`config.mk`:
```
export PLATFORM = sky130hd
export DESIGN_NAME = bsn_framer
export DESIGN_NICKNAME = d
export VERILOG_FILES = /design/src/rtl/bsn_pkg.sv /design/src/rtl/bsn_cfg_regs.sv /design/src/rtl/bsn_frame_core.sv /design/src/rtl/bsn_trigger.sv /design/src/rtl/bsn_framer.sv
export SDC_FILE = /design/constraint.sdc
export NUM_CORES = 1
export LEC_CHECK = 0
export BUFFER_PORTS_ARGS = -buffer_cell sky130_fd_sc_hd__buf_2
export CAP_MARGIN = 30
export CORE_UTILIZATION = 57
export CTS_BUF_LIST = sky130_fd_sc_hd__clkbuf_8
export CTS_CLUSTER_DIAMETER = 80
export DETAILED_ROUTE_END_ITERATION = 16
export HOLD_SLACK_MARGIN = 0.06
export PLACE_DENSITY = 0.86
export SKIP_LAST_GASP = 1
export SLEW_MARGIN = 0
export SYNTH_ARGS = -nofsm -noshare
export SYNTH_HDL_FRONTEND = slang
export SYNTH_SLANG_ARGS = --single-unit
```
`constraint.sdc`:
```
create_clock -name clk -period 34.2 [get_ports clk]
set_clock_uncertainty 0.05 [all_clocks]
set_input_delay 10.26 -clock clk [delete_from_list [all_inputs] [get_ports clk]]
set_output_delay 10.26 -clock clk [all_outputs]
set_load 0.01 [all_outputs]
```
`src/rtl/bsn_pkg.sv`:
```
package bsn_pkg;
  typedef enum logic [1:0] {
    ST_IDLE = 2'd0,
    ST_WAIT = 2'd1,
    ST_RUN  = 2'd2
  } src_state_e;

  localparam int unsigned ADDR_W    = 3;
  localparam int unsigned WORD_W    = 32;
  localparam int unsigned SEQ_W     = 2 * WORD_W;

  localparam logic [ADDR_W-1:0] A_CTRL    = 3'd0;
  localparam logic [ADDR_W-1:0] A_GROUP   = 3'd1;
  localparam logic [ADDR_W-1:0] A_INIT_LO = 3'd2;
  localparam logic [ADDR_W-1:0] A_INIT_HI = 3'd3;
  localparam logic [ADDR_W-1:0] A_SCH_LO  = 3'd4;
  localparam logic [ADDR_W-1:0] A_SCH_HI  = 3'd5;
endpackage

```
`src/rtl/bsn_cfg_regs.sv`:
```
module bsn_cfg_regs
  import bsn_pkg::*;
(
  input  logic                  clk,
  input  logic                  rst_n,
  input  logic                  cfg_wr,
  input  logic                  cfg_rd,
  input  logic [ADDR_W-1:0]     cfg_addr,
  input  logic [WORD_W-1:0]     cfg_wdata,
  input  logic [SEQ_W-1:0]      live_seq,
  output logic [WORD_W-1:0]     cfg_rdata,
  output logic                  ctrl_wr,
  output logic                  ctrl_en,
  output logic                  ctrl_at_pps,
  output logic [WORD_W-1:0]     group_len,
  output logic [SEQ_W-1:0]      init_seq,
  output logic                  tgt_commit,
  output logic [SEQ_W-1:0]      tgt_value
);
  logic [WORD_W-1:0] ctrl_q, ctrl_n;
  logic [WORD_W-1:0] grp_q, grp_n;
  logic [WORD_W-1:0] ilo_q, ilo_n;
  logic [WORD_W-1:0] ihi_q, ihi_n;
  logic [WORD_W-1:0] stage_q, stage_n;
  logic [WORD_W-1:0] shadow_q, shadow_n;
  logic [WORD_W-1:0] rdata_q, rdata_n;
  logic              wr_en, rd_en;

  assign wr_en = cfg_wr;
  assign rd_en = cfg_rd;

  always_comb begin
    ctrl_n   = ctrl_q;
    grp_n    = grp_q;
    ilo_n    = ilo_q;
    ihi_n    = ihi_q;
    stage_n  = stage_q;
    shadow_n = shadow_q;
    rdata_n  = rdata_q;
    if (wr_en) begin
      unique case (cfg_addr)
        A_CTRL:    ctrl_n  = cfg_wdata;
        A_GROUP:   grp_n   = cfg_wdata;
        A_INIT_LO: ilo_n   = cfg_wdata;
        A_INIT_HI: ihi_n   = cfg_wdata;
        A_SCH_LO:  stage_n = cfg_wdata;
        default:   ;
      endcase
    end
    if (rd_en) begin
      unique case (cfg_addr)
        A_CTRL:    rdata_n = ctrl_q;
        A_GROUP:   rdata_n = grp_q;
        A_INIT_LO: rdata_n = ilo_q;
        A_INIT_HI: rdata_n = ihi_q;
        A_SCH_LO: begin
          rdata_n  = live_seq[WORD_W-1:0];
          shadow_n = live_seq[SEQ_W-1:WORD_W];
        end
        A_SCH_HI:  rdata_n = shadow_q;
        default:   rdata_n = '0;
      endcase
    end
  end

  always_ff @(posedge clk or negedge rst_n) begin
    if (!rst_n) begin
      ctrl_q   <= '0;
      grp_q    <= '0;
      ilo_q    <= '0;
      ihi_q    <= '0;
      stage_q  <= '0;
      shadow_q <= '0;
      rdata_q  <= '0;
    end else begin
      if (wr_en) begin
        ctrl_q  <= ctrl_n;
        grp_q   <= grp_n;
        ilo_q   <= ilo_n;
        ihi_q   <= ihi_n;
        stage_q <= stage_n;
      end
      if (rd_en) begin
        shadow_q <= shadow_n;
        rdata_q  <= rdata_n;
      end
    end
  end

  assign cfg_rdata   = rdata_q;
  assign ctrl_wr     = cfg_wr && (cfg_addr == A_CTRL);
  assign ctrl_en     = cfg_wdata[0];
  assign ctrl_at_pps = cfg_wdata[1];
  assign group_len   = grp_q;
  assign init_seq    = {ihi_q, ilo_q};
  assign tgt_commit  = cfg_wr && (cfg_addr == A_SCH_HI);
  assign tgt_value   = {cfg_wdata, stage_q};
endmodule

```
`src/rtl/bsn_frame_core.sv`:
```
module bsn_frame_core
  import bsn_pkg::*;
#(
  parameter int unsigned BLK_LEN = 1024
) (
  input  logic              clk,
  input  logic              rst_n,
  input  logic              ctrl_wr,
  input  logic              ctrl_en,
  input  logic              ctrl_at_pps,
  input  logic              pps_edge,
  input  logic [SEQ_W-1:0]  init_seq,
  input  logic [WORD_W-1:0] group_len,
  output logic              sop,
  output logic              eop,
  output logic              sync,
  output logic [SEQ_W-1:0]  seq,
  output logic              active
);
  localparam int unsigned CNT_W = (BLK_LEN > 1) ? $clog2(BLK_LEN) : 1;
  localparam logic [CNT_W-1:0] LAST = CNT_W'(BLK_LEN - 1);

  src_state_e        state_q, state_n;
  logic [CNT_W-1:0]  cnt_q, cnt_n;
  logic [WORD_W-1:0] blk_q, blk_n;
  logic [WORD_W-1:0] grp_q, grp_n;
  logic [SEQ_W-1:0]  seq_q, seq_n;
  logic              stop_q, stop_n;
  logic              stop_eff, go, running;

  assign running = (state_q == ST_RUN);
  assign sop     = running && (cnt_q == '0);
  assign eop     = running && (cnt_q == LAST);
  assign sync    = sop && (blk_q == '0);
  assign seq     = seq_q;
  assign active  = running;

  always_comb begin
    state_n  = state_q;
    cnt_n    = cnt_q;
    blk_n    = blk_q;
    grp_n    = grp_q;
    seq_n    = seq_q;
    stop_n   = stop_q;
    stop_eff = stop_q;
    go       = 1'b0;
    unique case (state_q)
      ST_IDLE: begin
        if (ctrl_wr && ctrl_en) begin
          if (ctrl_at_pps) state_n = ST_WAIT;
          else             go      = 1'b1;
        end
      end
      ST_WAIT: begin
        if (ctrl_wr && !ctrl_en) state_n = ST_IDLE;
        else if (pps_edge)       go      = 1'b1;
      end
      ST_RUN: begin
        stop_eff = ctrl_wr ? !ctrl_en : stop_q;
        stop_n   = stop_eff;
        if (eop) begin
          cnt_n = '0;
          seq_n = seq_q + 1'b1;
          blk_n = (blk_q == grp_q - 1'b1) ? '0 : blk_q + 1'b1;
          if (stop_eff) begin
            state_n = ST_IDLE;
            stop_n  = 1'b0;
          end
        end else begin
          cnt_n = cnt_q + 1'b1;
        end
      end
      default: state_n = ST_IDLE;
    endcase
    if (go) begin
      state_n = ST_RUN;
      cnt_n   = '0;
      blk_n   = '0;
      seq_n   = init_seq;
      grp_n   = (group_len == '0) ? WORD_W'(1) : group_len;
      stop_n  = 1'b0;
    end
  end

  always_ff @(posedge clk or negedge rst_n) begin
    if (!rst_n) begin
      state_q <= ST_IDLE;
      cnt_q   <= '0;
      blk_q   <= '0;
      grp_q   <= '0;
      seq_q   <= '0;
      stop_q  <= 1'b0;
    end else begin
      state_q <= state_n;
      stop_q  <= stop_n;
      if (running || go) begin
        cnt_q <= cnt_n;
        blk_q <= blk_n;
        seq_q <= seq_n;
      end
      if (go) grp_q <= grp_n;
    end
  end
endmodule

```
`src/rtl/bsn_trigger.sv`:
```
module bsn_trigger
  import bsn_pkg::*;
(
  input  logic             clk,
  input  logic             rst_n,
  input  logic             sop,
  input  logic [SEQ_W-1:0] seq,
  input  logic             tgt_commit,
  input  logic [SEQ_W-1:0] tgt_value,
  output logic             hit
);
  logic [SEQ_W-1:0] tgt_q;
  logic             armed_q, armed_n;

  assign hit = sop && armed_q && (seq == tgt_q);

  always_comb begin
    armed_n = armed_q;
    if (tgt_commit) armed_n = 1'b1;
    else if (hit)   armed_n = 1'b0;
  end

  always_ff @(posedge clk or negedge rst_n) begin
    if (!rst_n) begin
      tgt_q   <= '0;
      armed_q <= 1'b0;
    end else begin
      armed_q <= armed_n;
      if (tgt_commit) tgt_q <= tgt_value;
    end
  end
endmodule

```
`src/rtl/bsn_framer.sv`:
```
module bsn_framer
  import bsn_pkg::*;
#(
  parameter int unsigned BLK_LEN = 1024
) (
  input  logic        clk,
  input  logic        rst_n,
  input  logic        pps_in,
  input  logic        cfg_wr,
  input  logic        cfg_rd,
  input  logic [2:0]  cfg_addr,
  input  logic [31:0] cfg_wdata,
  output logic [31:0] cfg_rdata,
  output logic        blk_sop,
  output logic        blk_eop,
  output logic        blk_sync,
  output logic [63:0] blk_bsn,
  output logic        bsn_hit
);
  logic              rs1_q, rst_sn;
  logic              pps_q, pps_edge;
  logic              ctrl_wr, ctrl_en, ctrl_at_pps;
  logic [WORD_W-1:0] group_len;
  logic [SEQ_W-1:0]  init_seq, tgt_value;
  logic              tgt_commit;
  logic              run_w;

  always_ff @(posedge clk or negedge rst_n) begin
    if (!rst_n) begin
      rs1_q  <= 1'b0;
      rst_sn <= 1'b0;
    end else begin
      rs1_q  <= 1'b1;
      rst_sn <= rs1_q;
    end
  end

  always_ff @(posedge clk or negedge rst_sn) begin
    if (!rst_sn) pps_q <= 1'b0;
    else         pps_q <= pps_in;
  end
  assign pps_edge = pps_in && !pps_q;

  bsn_cfg_regs u_regs (
    .clk        (clk),
    .rst_n      (rst_sn),
    .cfg_wr     (cfg_wr),
    .cfg_rd     (cfg_rd),
    .cfg_addr   (cfg_addr),
    .cfg_wdata  (cfg_wdata),
    .live_seq   (blk_bsn),
    .cfg_rdata  (cfg_rdata),
    .ctrl_wr    (ctrl_wr),
    .ctrl_en    (ctrl_en),
    .ctrl_at_pps(ctrl_at_pps),
    .group_len  (group_len),
    .init_seq   (init_seq),
    .tgt_commit (tgt_commit),
    .tgt_value  (tgt_value)
  );

  bsn_frame_core #(.BLK_LEN(BLK_LEN)) u_core (
    .clk        (clk),
    .rst_n      (rst_sn),
    .ctrl_wr    (ctrl_wr),
    .ctrl_en    (ctrl_en),
    .ctrl_at_pps(ctrl_at_pps),
    .pps_edge   (pps_edge),
    .init_seq   (init_seq),
    .group_len  (group_len),
    .sop        (blk_sop),
    .eop        (blk_eop),
    .sync       (blk_sync),
    .seq        (blk_bsn),
    .active     (run_w)
  );

  bsn_trigger u_trig (
    .clk       (clk),
    .rst_n     (rst_sn),
    .sop       (blk_sop),
    .seq       (blk_bsn),
    .tgt_commit(tgt_commit),
    .tgt_value (tgt_value),
    .hit       (bsn_hit)
  );
endmodule

```
==> results.sh, run 1 <==
export IMPL_status="finished clean"
export IMPL_drtIter0Drc=2387
export IMPL_netlist_area_sq_mm=0.02144
export IMPL_crit_arrival_ns=3.99
export IMPL_antenna_found_initial=3
export IMPL_drv_slew=0
export IMPL_worst_hold_path_type="reg -> async"
export IMPL_worstSetupPathType="reg -> out"
export IMPL_fin_ws_ns=19.90
export IMPL_dpl_hpwl_microns=46650
export IMPL_avgViaCountPerCell=6.837
export IMPL_hold_viol=0
export IMPL_p_per_area_mw_per_mm2=65.48
export IMPL_crit_fanout=12
export IMPL_required_ns=23.89
export IMPL_netlist_top_cell_by_area="dfrtp_1"
export IMPL_wire_per_inst_microns=26.51
export IMPL_tritoncts="yes"
export IMPL_grt_pass1_wl_microns=105800
export IMPL_ys_types=70
export IMPL_worstSetupEndpointType="primary output"
export IMPL_min_period_over_period_pct=41.83
export IMPL_startpoint="u_core.state_q[1]"
export IMPL_min_period_ns=14.31
export IMPL_clock_sinks=433
export IMPL_synth_area_per_cell_sq_um=10.82
export IMPL_drive_gt1_share_pct=27.72
export IMPL_critPathTopFamily="simple AND/OR/NAND/NOR gates"
export IMPL_rows=70
export IMPL_start_kind="flop"
export IMPL_r2r_end="u_core.blk_q[31]"
export IMPL_worst_slew_pin_slew_ns=1.041
export IMPL_synthFlopType="dfrtp_1"
export IMPL_yosysWarnings=0
export IMPL_grt_max_degree=81
export IMPL_drc=0
export IMPL_grt_pass1_vias=17730
export IMPL_wirelength_microns=69610
export IMPL_critical_path_slowest_cell="nor4_2"
export IMPL_vdd_drop_max_mv=0.04095
export IMPL_synth_async_reset_ratio_pct=100.0
export IMPL_synth_cells=1982
export IMPL_multiInputGateArea_sq_mm=0.01003
export IMPL_die_area_sq_mm=0.03839
export IMPL_design_area_sq_mm=0.02419
export IMPL_drt_first_pass_iters=9
export IMPL_clock_tree_htree_level_count=3
export IMPL_final_nets=2148
export IMPL_crit_buf_inv=1
export IMPL_cts_root_buf="clkbuf_8"
export IMPL_regArea_sq_mm=0.01084
export IMPL_path_cells="nor2b_1, nand4b_1, nor4_2, nand2_1, nor4_1, buf_2"
export IMPL_ys_seq_area_share_pct=50.54
export IMPL_maxCapViolCount=0
export IMPL_clockBufferDepth=3
export IMPL_port_buffers=139
export IMPL_tns_ns=0
export IMPL_dpl_cell_area_sq_mm=0.02256
export IMPL_grt_overflow=0
export IMPL_clock_latency_ns=0.64
export IMPL_dp_slack_ns=19.60
export IMPL_cts_made_buffers=74
export IMPL_ff2ff_path_depth=8
export IMPL_dieHeight_microns=195.9
export IMPL_r2r_start="u_core.grp_q[2]"
export IMPL_r2r_slack_ns=29.82
export IMPL_leakagePower_nw=10.54
export IMPL_crit_end="bsn_hit"
export IMPL_rsz0062_at_grt="no"
export IMPL_cts_resized=0
export IMPL_ant_nets=0
export IMPL_synthToLayoutAreaGrowth_pct=12.84
export IMPL_start_util_pct=58.28
export IMPL_cp_depth=6
export IMPL_setup_violations=0
export IMPL_synth_area_leaders="dfrtp_1 (51%), mux2_2 (15%), nand2_1 (3.8%)"
export IMPL_power_total_mw=1.584
export IMPL_gp_congestion=1.011
export IMPL_cpPeakStageDelay_ns=0.82
export IMPL_max_slew_margin_pct=30.00
export IMPL_fmax_ghz=0.06991
export IMPL_clk_pin_slew_worst_paths_ns=0.06
export IMPL_whs_ns=0.2834
export IMPL_syn_num_nets=2028
export IMPL_ios=140
export IMPL_vias=17950
export IMPL_grt_usage_pct=36.65
export IMPL_synth_edff_count=0
export IMPL_ys_ff_latch=433
export IMPL_core_area_sq_mm=0.03679
export IMPL_nFillCells=2712
export IMPL_fp_dieW_microns=195.9
export IMPL_synth_top_area_share_pct=50.54
[worst register-to-register path, cell delays in order, from the launching register on]
cell and delay, ns:
dfrtp_1 0.47, nor4_1 0.72, nand3_1 0.29, or3_1 0.40, a2111oi_0 0.57, nand4_1 0.20, nor4_2 0.56, a21o_1 0.81
nor2_1 0.13
[metal layers]
layer	share of wire, %	vias to the layer above	global-route usage, %
met5	0.039	-	0
met4	7.5	4	25.46
met1	35	8777	46.56
met3	13	377	9.850
met2	44	1390	54.87
li1	-	7405	-
[cells by family (layout without fill, tap and decap cells)]
logic type / count (synthesis) / in the layout / share of synthesized area, %
compound gates: 318 / 318 / 9.758
xor+xnor: 120 / 120 / 4.903
fa+ha+maj: 6 / 6 / 0.3502
buf+inv: 169 / 341 / 3.052
flops: 433 / 433 / 50.54
mux: 316 / 316 / 17.42
other cells: 1 / 5 / 0.01749
simple gates: 619 / 619 / 13.95
[synthesized netlist by cell type, types with 6 or more instances]
| cell type | n |
|---|---|
| nand2_1 | 217 |
| nand2b_1 | 12 |
| nand4_1 | 34 |
| ha_1 | 6 |
| nor2b_1 | 6 |
| a31oi_1 | 20 |
| clkbuf_1 | 114 |
| dfrtp_1 | 433 |
| o221ai_1 | 15 |
| nand3_1 | 45 |
| o311ai_0 | 13 |
| xor2_1 | 61 |
| and3_1 | 27 |
| inv_1 | 39 |
| mux4_2 | 18 |
| mux2_2 | 277 |
| nor3_1 | 46 |
| a221o_1 | 17 |
| nor4_1 | 49 |
| o2bb2ai_1 | 6 |
| nor2_1 | 129 |
| a22oi_1 | 31 |
| xnor2_1 | 59 |
| a21oi_1 | 79 |
| o22ai_1 | 6 |
| and4_1 | 6 |
| o21a_1 | 13 |
| o21ai_0 | 80 |
| buf_1 | 10 |
| mux2i_1 | 21 |
| or3_1 | 9 |
[cells in the final DEF (no fill, tap or decap), types with 9 or more instances in the layout]
cell / count
o21ai_0: 80
o311ai_0: 13
nor2_1: 126
nand2b_1: 12
mux2i_1: 21
buf_2: 138
and3_1: 27
nor3_1: 45
xor2_1: 61
nor4_1: 48
a22oi_1: 31
or3_1: 9
dfrtp_1: 432
xnor2_1: 59
a21oi_1: 79
nand3_1: 43
mux2_2: 277
nand2_1: 217
a221o_1: 17
buf_4: 26
o21a_1: 13
clkbuf_8: 97
nand4_1: 34
mux4_2: 18
o221ai_1: 15
a31oi_1: 20
inv_1: 60
[how the worst min path moves through the flow]
stage	from	depth (start not counted)	end	slack, ns
after floorplan	rs1_q	0	rst_sn	0.28
after global placement	rs1_q	0	rst_sn	0.28
after detailed placement	rs1_q	0	rst_sn	0.29
after CTS	rs1_q	0	rst_sn	0.31
after global routing	rs1_q	0	rst_sn	0.31
final	rst_sn	1	u_regs.cfg_rdata[1]	0.28
[sequential cells by signal, summed over array words and instances (netlist names), 2 cells and up]
register and count:
u_core.blk_q 32, u_core.cnt_q 10, u_core.grp_q 32, u_core.seq 64, u_core.state_q 2, u_regs.cfg_rdata 32, u_regs.ctrl_q 32, u_regs.group_len 32
u_regs.ihi_q 32, u_regs.ilo_q 32, u_regs.shadow_q 32, u_regs.stage_q 32, u_trig.tgt_q 64
[metrics by stage]
stage	util, %	instances
after floorplan	-	1982
after global placement	61.13	2485
after detailed placement	61.33	2489
after CTS	65.49	2617
after global routing	65.73	2622
final	65.76	2626
[repair_timing]
item / CTS / global route
buffers inserted: 0 / 0
hold buffers: 0 / 1
hold endpoints to repair: 0 / 1
[cell type report]
cell class / count / area share, %
antenna: 4 / 0.04138
clock buffer: 97 / 5.519
clock inverter: 31 / 0.8069
inverter: 41 / 0.6362
multi-input combinational: 1380 / 41.46
sequential: 433 / 44.81
tap: 468 / 2.421
timing repair buffer: 172 / 4.314
[power by group]
part / internal, mW / switching (mW) / total [mW]
Combinational: 0.160 / 0.174 / 0.334
Sequential: 0.618 / 0.145 / 0.763
Clock: 0.269 / 0.218 / 0.487
Total: 1.05 / 0.537 / 1.58
Power figures use the tool's default switching activity.
==> run 2, diff against run 1 <==
Settings changed: ABC_AREA set to 1, PLACE_DENSITY 0.86 to 0.89.
Clock period 34.2 ns to 11.6 ns, I/O delays scaled along.
==> results.sh, run 2 <==
export IMPL_rsz0062_at_grt="no"
export IMPL_setup_violations=0
export IMPL_multiInputGateArea_sq_mm=0.01028
export IMPL_rows=72
export IMPL_yosysMostFrequentCell="nand2_1"
export IMPL_cpPeakStageDelay_ns=0.68
export IMPL_syn_num_nets=2871
export IMPL_ys_ff_latch=433
export IMPL_synth_area_leaders="dfrtp_1 (48%), nand2_1 (14%), o21ai_0 (6.6%)"
export IMPL_synth_async_reset_ratio_pct=100.0
export IMPL_final_common_cell="nand2_1"
export IMPL_gp_congestion=1.039
export IMPL_synthFlopType="dfrtp_1"
export IMPL_clk_pin_slew_worst_paths_ns=0.07
export IMPL_tns_ns=0
export IMPL_clock_tree_htree_level_count=3
export IMPL_nFillCells=3344
export IMPL_crit_top_cell="inv_2"
export IMPL_critical_path_slowest_cell="inv_2"
export IMPL_grt_pass1_wl_microns=128100
export IMPL_synth_area_per_cell_sq_um=7.999
export IMPL_synth_cells=2825
export IMPL_wire_per_inst_microns=24.30
export IMPL_p_per_area_mw_per_mm2=146.6
export IMPL_drtIter0Drc=2547
export IMPL_post_cts_buffers=0
export IMPL_dieHeight_microns=201.1
export IMPL_whs_ns=0.3053
export IMPL_worst_slew_pin_slew_ns=1.059
export IMPL_drv_slew=0
export IMPL_drive_gt1_share_pct=11.85
export IMPL_grt_overflow=0
export IMPL_ant_nets=0
export IMPL_status="finished clean"
export IMPL_ys_seq_area_share_pct=47.95
export IMPL_core_area_sq_mm=0.03892
export IMPL_cts_root_buf="clkbuf_8"
export IMPL_synthToLayoutAreaGrowth_pct=11.15
export IMPL_netlist_top_cell_by_area="dfrtp_1"
export IMPL_insertedDiodeCount=0
export IMPL_leakagePower_nw=12.72
export IMPL_ys_types=50
export IMPL_path_cells="buf_2, inv_1, nand2_2, nor2_4, inv_2, nor2_1, nand2_1, nand2_4, inv_2, nand2_2, inv_2, buf_4, a21oi_1, a21oi_1"
export IMPL_clock_latency_ns=0.65
export IMPL_mostFrequentLayoutCells="nand2_1 (813), dfrtp_1 (432), o21ai_0 (296), inv_1 (257), nor2_1 (242)"
export IMPL_dpl_hpwl_microns=62080
export IMPL_maxCapViolCount=0
export IMPL_grt_usage_pct=42.39
export IMPL_grt_pass1_vias=21040
export IMPL_final_nets=2976
export IMPL_max_slew_margin_pct=28.65
export IMPL_regArea_sq_mm=0.01084
export IMPL_start_kind="input port"
export IMPL_worst_hold_path_type="reg -> reg"
export IMPL_cts_resized=0
export IMPL_drt_first_pass_iters=8
export IMPL_synth_top_area_share_pct=47.95
export IMPL_wirelength_microns=84980
export IMPL_hold_buffers=0
export IMPL_worstSetupEndpointType="flop"
export IMPL_vdd_drop_max_mv=0.1221
export IMPL_netlist_area_sq_mm=0.02260
export IMPL_fp_dieW_microns=201.1
export IMPL_min_period_ns=6.829
export IMPL_start_util_pct=58.06
export IMPL_fmax_ghz=0.1464
export IMPL_clockBufferDepth=3
export IMPL_worstSetupPathType="in -> reg"
export IMPL_ios=140
export IMPL_cts_made_buffers=71
export IMPL_port_buffers=139
export IMPL_grt_max_degree=78
export IMPL_crit_buf_inv=6
export IMPL_crit_arrival_ns=7.35
export IMPL_hold_viol=0
export IMPL_drc=0
export IMPL_synth_edff_count=0
export IMPL_yosysWarnings=0
export IMPL_required_ns=12.12
export IMPL_min_period_over_period_pct=58.87
export IMPL_die_area_sq_mm=0.04044
export IMPL_netlist_top_cells_count="nand2_1 (819), dfrtp_1 (433), o21ai_0 (296), nor2_1 (242), inv_1 (236)"
export IMPL_avgViaCountPerCell=6.237
export IMPL_tritoncts="yes"
export IMPL_crit_fanout=57
export IMPL_critPathTopFamily="buffers and inverters"
export IMPL_vias=21810
export IMPL_clock_sinks=433
export IMPL_antenna_found_initial=3
-- run 2: through the flow --
| step | instances | worst slack [ns] | utilization, % | power, mW | area (sq um) |
|---|---|---|---|---|---|
| 2_1_floorplan | 2825 | 4.490 | - | 2.110 | 22600 |
| 3_3_place_gp | 3369 | 4.487 | 60.50 | 2.290 | 23550 |
| 3_5_place_dp | 3373 | 4.296 | 60.77 | 2.323 | 23650 |
| 4_1_cts | 3495 | 4.940 | 64.42 | 3.659 | 25070 |
| 5_1_grt | 3497 | 4.623 | 64.54 | 3.809 | 25120 |
| 6_report | 3497 | 4.771 | 64.54 | 3.683 | 25120 |
-- run 2: final cells by class --
| type | instances | area share, % |
|---|---|---|
| Clock buffer | 92 | 5.041 |
| Clock inverter | 30 | 0.6127 |
| Inverter | 248 | 3.706 |
| Multi-Input combinational cell | 2011 | 40.94 |
| Sequential cell | 433 | 43.16 |
| Tap cell | 518 | 2.580 |
| Timing Repair Buffer | 165 | 3.965 |
-- run 2: worst reg2reg max path, stage by stage (launching register included) --
cell and delay [ns]:
dfrtp_1 0.40, nor2_1 0.08, inv_1 0.08, nor2_1 0.05, nand2_1 0.11, nand2_4 0.33, inv_2 0.69, nand2_2 0.14
inv_2 0.42, buf_4 0.56, a21oi_1 0.17, a21oi_1 0.16
-- run 2: metal layers --
metal	global-route usage (%)	share of wire (%)	vias up
li1	-	-	9543
met1	53.68	37	10430
met2	65.57	45	1523
met3	12.10	12	314
met4	23.75	6.4	6
met5	0	0.047	-
-- run 2: path summary, 6_finish.rpt --
check | from | to | slack (ns) | cells past startpoint
min | rs1_q | rst_sn | 0.31 | 0
max in group asynchronous | rst_n | rst_sn | 8.83 | 1
min in group asynchronous | rst_sn | u_core.seq[35] | 0.40 | 0
max | cfg_addr[2] | u_core.cnt_q[4] | 4.77 | 14
max reg2reg | u_core.state_q[0] | u_core.cnt_q[4] | 8.28 | 11
min reg2reg | rs1_q | rst_sn | 0.31 | 0
-- run 2: power by group --
part           switching, mW  internal, mW
Clock                  0.630         0.729
Combinational          0.259         0.156
Sequential             0.199          1.71
Total                   1.09          2.60
-- run 2: logic make-up after synthesis --
family,count (synthesis),synth area share [%]
compound gates,530,13.99
xor+xnor,131,5.078
fa+ha+maj,6,0.3322
buf+inv,381,6.633
flops,433,47.95
mux,27,1.346
other cells,1,0.01660
simple gates,1316,24.66
